### config.mk
export PLATFORM = sky130hd
export DESIGN_NAME = maint_persist_filter
export DESIGN_NICKNAME = d
export VERILOG_FILES = /design/src/rtl/mpf_pkg.sv /design/src/rtl/mpf_rule_map.sv /design/src/rtl/mpf_bit_filter.sv /design/src/rtl/mpf_xparency_gate.sv /design/src/rtl/maint_persist_filter.sv
export SDC_FILE = /design/constraint.sdc
export NUM_CORES = 1
export LEC_CHECK = 0
export ABC_AREA = 1
export BUFFER_PORTS_ARGS = -buffer_cell sky130_fd_sc_hd__buf_2
export CAP_MARGIN = 30
export CORE_MARGIN = 2
export CORE_UTILIZATION = 30
export CTS_CLUSTER_SIZE = 30
export DETAILED_ROUTE_END_ITERATION = 8
export HOLD_SLACK_MARGIN = 0.02
export PLACE_DENSITY = 0.49
export SETUP_SLACK_MARGIN = 0.05
export SLEW_MARGIN = 20
export SYNTH_ARGS = -nofsm -noshare
export SYNTH_HDL_FRONTEND = slang
export SYNTH_SLANG_ARGS = --single-unit
### constraint.sdc
create_clock -name clk -period 2.1 [get_ports clk]
set_input_delay 0.105 -clock clk [delete_from_list [all_inputs] [get_ports clk]]
set_output_delay 0.105 -clock clk [all_outputs]
set_load 0.02 [all_outputs]
### src/rtl/mpf_pkg.sv
package mpf_pkg;

    typedef enum logic [1:0] {
        RUN_EMPTY = 2'd0,
        RUN_ONE   = 2'd1,
        RUN_TWO   = 2'd2,
        RUN_THREE = 2'd3
    } run_e;

    typedef enum logic [1:0] {
        CTL_DUAL   = 2'b00,
        CTL_TRINAL = 2'b01,
        CTL_OPEN   = 2'b10,
        CTL_FREEZE = 2'b11
    } ctl_e;

    typedef enum logic {
        GATE_SHUT = 1'b0,
        GATE_PASS = 1'b1
    } gate_e;

    // Per-bit update rule
    typedef struct packed {
        logic need3;   // three-in-a-row instead of two
        logic pass;    // copy every counted strobe
        logic hold;    // never update
    } rule_t;

endpackage

### src/rtl/mpf_rule_map.sv
module mpf_rule_map
    import mpf_pkg::*;
#(
    parameter int WORD_W   = 8,
    parameter int DESIG_LO = 4
) (
    input  logic [1:0]        ctl_mode,
    input  logic              trinal_en,
    output logic [WORD_W-1:0] need3,
    output logic [WORD_W-1:0] pass,
    output logic [WORD_W-1:0] hold
);

    ctl_e mode;
    assign mode = ctl_e'(ctl_mode);

    for (genvar b = 0; b < WORD_W; b++) begin : g_bit
        localparam bit DESIGNATED = (b >= DESIG_LO);
        always_comb begin
            need3[b] = 1'b0;
            pass[b]  = 1'b0;
            hold[b]  = 1'b0;
            if (DESIGNATED && trinal_en) begin
                need3[b] = 1'b1;
            end else begin
                unique case (mode)
                    CTL_DUAL:   need3[b] = 1'b0;
                    CTL_TRINAL: need3[b] = 1'b1;
                    CTL_OPEN:   pass[b]  = 1'b1;
                    CTL_FREEZE: hold[b]  = 1'b1;
                    default:    hold[b]  = 1'b1;
                endcase
            end
        end
    end

endmodule

### src/rtl/mpf_bit_filter.sv
module mpf_bit_filter
    import mpf_pkg::*;
(
    input  logic clk,
    input  logic rst_n,
    input  logic take,
    input  logic din,
    input  logic need3,
    input  logic pass,
    input  logic hold,
    output logic q
);

    run_e run_q, run_d;
    logic cand_q, cand_d;
    logic reached;

    // Next-state logic of the run-length machine
    always_comb begin
        run_d  = run_q;
        cand_d = cand_q;
        if (take) begin
            if (din != cand_q) begin
                cand_d = din;
                run_d  = RUN_ONE;
            end else begin
                unique case (run_q)
                    RUN_EMPTY: run_d = RUN_ONE;
                    RUN_ONE:   run_d = RUN_TWO;
                    RUN_TWO:   run_d = RUN_THREE;
                    RUN_THREE: run_d = RUN_THREE;
                    default:   run_d = RUN_EMPTY;
                endcase
            end
        end
    end

    assign reached = need3 ? (run_d == RUN_THREE)
                           : ((run_d == RUN_TWO) || (run_d == RUN_THREE));

    // State register
    always_ff @(posedge clk or negedge rst_n) begin
        if (!rst_n) begin
            run_q  <= RUN_EMPTY;
            cand_q <= 1'b0;
        end else begin
            run_q  <= run_d;
            cand_q <= cand_d;
        end
    end

    // Output register
    always_ff @(posedge clk or negedge rst_n) begin
        if (!rst_n) begin
            q <= 1'b0;
        end else if (take && !hold) begin
            if (pass)
                q <= din;
            else if (reached)
                q <= cand_d;
        end
    end

endmodule

### src/rtl/mpf_xparency_gate.sv
module mpf_xparency_gate
    import mpf_pkg::*;
(
    input  logic clk,
    input  logic rst_n,
    input  logic boundary,
    input  logic sw_en,
    input  logic act,
    output logic open
);

    gate_e gate_q, gate_d;

    always_comb begin
        gate_d = gate_q;
        if (boundary) begin
            unique case (gate_q)
                GATE_SHUT: gate_d = sw_en ? GATE_PASS : GATE_SHUT;
                GATE_PASS: gate_d = sw_en ? GATE_PASS : GATE_SHUT;
                default:   gate_d = GATE_SHUT;
            endcase
        end
    end

    always_ff @(posedge clk or negedge rst_n) begin
        if (!rst_n)
            gate_q <= GATE_SHUT;
        else
            gate_q <= gate_d;
    end

    assign open = act | (gate_q == GATE_PASS);

endmodule

### src/rtl/maint_persist_filter.sv
module maint_persist_filter
    import mpf_pkg::*;
#(
    parameter int WORD_W   = 8,
    parameter int ACT_BIT  = 7,
    parameter int DESIG_LO = 4
) (
    input  logic              clk,
    input  logic              rst_n,
    input  logic              sf_strobe,
    input  logic [WORD_W-1:0] sf_word,
    input  logic              sf_sync,
    input  logic [1:0]        ctl_mode,
    input  logic              trinal_en,
    input  logic              cust_en,
    input  logic              ifr_strobe,
    output logic [WORD_W-1:0] verified_bits,
    output logic              verified_act,
    output logic              xparent_en
);

    logic              take;
    logic [WORD_W-1:0] need3, pass, hold;

    assign take = sf_strobe & sf_sync;

    mpf_rule_map #(.WORD_W(WORD_W), .DESIG_LO(DESIG_LO)) u_rules (
        .ctl_mode  (ctl_mode),
        .trinal_en (trinal_en),
        .need3     (need3),
        .pass      (pass),
        .hold      (hold)
    );

    for (genvar b = 0; b < WORD_W; b++) begin : g_filt
        mpf_bit_filter u_filt (
            .clk   (clk),
            .rst_n (rst_n),
            .take  (take),
            .din   (sf_word[b]),
            .need3 (need3[b]),
            .pass  (pass[b]),
            .hold  (hold[b]),
            .q     (verified_bits[b])
        );
    end

    assign verified_act = verified_bits[ACT_BIT];

    mpf_xparency_gate u_gate (
        .clk      (clk),
        .rst_n    (rst_n),
        .boundary (ifr_strobe),
        .sw_en    (cust_en),
        .act      (verified_act),
        .open     (xparent_en)
    );

endmodule

==> summary.txt <==
Hold Fails Final Rpt -> 0
Syn-to-layout area delta -> 11.4%
critical path class -> register to register
routed length on met1 -> 1.87 mm
initial DRC count -> 46
# clock sinks -> 33
layout cells sized above 1 -> 0.212
First-pass DRT Iterations -> 4
Tot GR Track Use -> 0.114
Flop pwr share -> 0.456
total gr overflow -> 0
EDFF count, synth -> 0
Leak Pwr -> 1.15 nW
Sw Share -> 0.344
GP Congestion -> 0.707
synthesized net count -> 268
Max clock buf depth -> 2
DIE HEIGHT -> 83.6 µm
met2 WL post-DR -> 1.64 mm
global-route wire length before repair -> 6.44 mm
final setup fails -> 0
syn avg cell area -> 7.57 µm²
number of global-route vias before repair -> 1,435
CTS buffer count -> 5
Ys Warns -> 0
Total Nets Final -> 290
Max Cap Viol -> 0
Synth Instances -> 251
fin util -> 0.351
diodes inserted -> 0
arrival time at the worst endpoint -> 1.49 ns
worst skew pair latency -> 0.28 ns
placed wire-length estimate -> 2.66 mm
synth unique cells -> 21
post-route ant nets -> 0
CTS tree -> built
number of port buffers -> 26
mapped cell area -> 0.00190 mm²
DR vias -> 1,485
fill cell count -> 667
H-tree Lvls -> 2
Worst-Margin Slew -> 0.770 ns
startpoint types -> register
root buf cell -> clkbuf_8
aggregate routed wire length -> 3.67 mm
Clk pwr share -> 0.263
status -> completed
Met3 Routed Length -> 94 µm
Die X -> 83.6 µm
internal power -> 0.00122 W
post-CTS setup buffer count -> 0
Max Slew Vio Count -> 0
R2R Setup Slk -> 0.78 ns
worst slack, placed -> 0.626 ns
core area -> 0.00603 mm²
vias per cell -> 4.27
# DRC -> 0
I/O pins -> 27
drt wl/cell -> 10.5 µm
initial antenna violation count -> 0
CP max FO -> 3
hold crit path type -> primary input to register
CTS clock-pin slew for the worst setup and hold paths -> 0.07 ns
post_cts resized -> 0
Critical Path End Type -> register
Max-slew headroom -> 0.486
setup slack after layout -> 0.782 ns
Setup TNS -> 0 ns
maximum VDD drop -> 0.000399 V
pin count of the biggest net entering global routing -> 34
sw power -> 0.000638 W
main flop type after synthesis -> dfrtp_1
crit share post-route -> 0.628
RSZ-0062 raised after global routing -> no
Worst Path Required -> 2.28 ns
post-route minimum period -> 1.32 ns
row cnt -> 28
pwr dens -> 877 mW/mm²
clock skew -> 0.00434 ns
Max Used Layer -> met4
Post-synth ARST share -> 1.00
Seq/Total Area, Yosys -> 0.435
Yosys reg bits -> 33
full die area -> 0.00698 mm²
combinational share of power -> 0.280
highest clock rate -> 0.759 GHz
Initial Util -> 0.315
worst max-delay path: stages (launching register included):
cell and delay, ns:
dfrtp_1 0.40, or2_2 0.30, nand3_1 0.08, o21ai_0 0.08, inv_1 0.07, nand2_1 0.05, nand2_1 0.07, nand2_1 0.05
nand2_1 0.07, nand2_1 0.04
cell type report:
class	instances	area, µm²	area share
clock buffer	7	86.3	0.0408
inverter	41	156	0.0739
multi-input combinational	165	813	0.384
sequential	33	826	0.390
tap	75	93.8	0.0444
timing repair buffer	27	140	0.0662
flip-flops by register name, summed over array words and instances (netlist names):
name                  cells
g_filt.u_filt.q           8
u_gate.gate_q             1
g_filt.u_filt.cand_q      8
g_filt.u_filt.run_q      16
cell usage after synthesis (2+ instances only):
library cell / instances / area [µm²]
o21ai_0: 10 / 50.1
dfrtp_1: 33 / 826
o21ai_1: 12 / 60.1
inv_2: 4 / 15.0
or2_0: 2 / 12.5
or2_2: 5 / 31.3
buf_4: 9 / 67.6
nand3_1: 13 / 65.1
nor2_1: 8 / 30.0
inv_1: 36 / 135
o21ai_2: 8 / 70.1
nand2_1: 99 / 372
nand3_4: 4 / 70.1
metrics by stage:
stage	hold WS, ns	instances	power [W]	cell area [µm²]
2_1_floorplan	-0.191	251	0.00130	1900
3_3_place_gp	0.241	340	0.00138	2020
3_5_place_dp	0.239	340	0.00138	2020
4_1_cts	0.0457	348	0.00188	2120
5_1_grt	0.0519	348	0.00199	2120
6_report	0.0594	348	0.00185	2120
logic make-up after synthesis:
logic type | synth area share
multiplexers | 0.00593
AO/OA/AOI/OAI | 0.111
flip-flops | 0.435
AND/OR/NAND/NOR | 0.312
buffers and inverters | 0.137
placed cells by master (no fill, tap or decap), types with 5 or more instances in the layout:
cell      Yosys  layout
nand2_1      99      99
inv_1        36      36
dfrtp_1      33      33
buf_2         1      26
nand3_1      13      13
o21ai_1      12      12
o21ai_0      10      10
nor2_1        8       8
o21ai_2       8       8
clkbuf_8      0       6
or2_2         5       5
power groups by stage:
stage / sequential [W] / clock [W] / combinational, W
2_1_floorplan: 0.000849 / 0 / 0.000449
3_3_place_gp: 0.000858 / 0 / 0.000524
3_5_place_dp: 0.000856 / 0 / 0.000527
4_1_cts: 0.000846 / 0.000508 / 0.000530
5_1_grt: 0.000863 / 0.000531 / 0.000599
6_report: 0.000846 / 0.000489 / 0.000520
worst paths after layout:
check,startpoint,to,depth (start not counted)
min in group asynchronous,rst_n,g_filt[5].u_filt.cand_q,2
max in group asynchronous,rst_n,g_filt[7].u_filt.cand_q,2
min reg2reg,g_filt[4].u_filt.q,g_filt[4].u_filt.q,2
max,g_filt[1].u_filt.cand_q,g_filt[1].u_filt.q,9
min,cust_en,u_gate.gate_q,2
max reg2reg,g_filt[1].u_filt.cand_q,g_filt[1].u_filt.q,9
layer usage:
metal / vias up / track usage
met5: - / 0
met1: 655 / 0.149
met4: 0 / 0.0440
met2: 21 / 0.183
met3: 6 / 0.0287
li1: 803 / -
timing repair:
action | in CTS | in global routing
hold endpoints to repair | 33 | 0
hold buffers | 1 | 0
endpoints found under the setup margin | 0 | 0
Power figures use the tool's default switching activity.
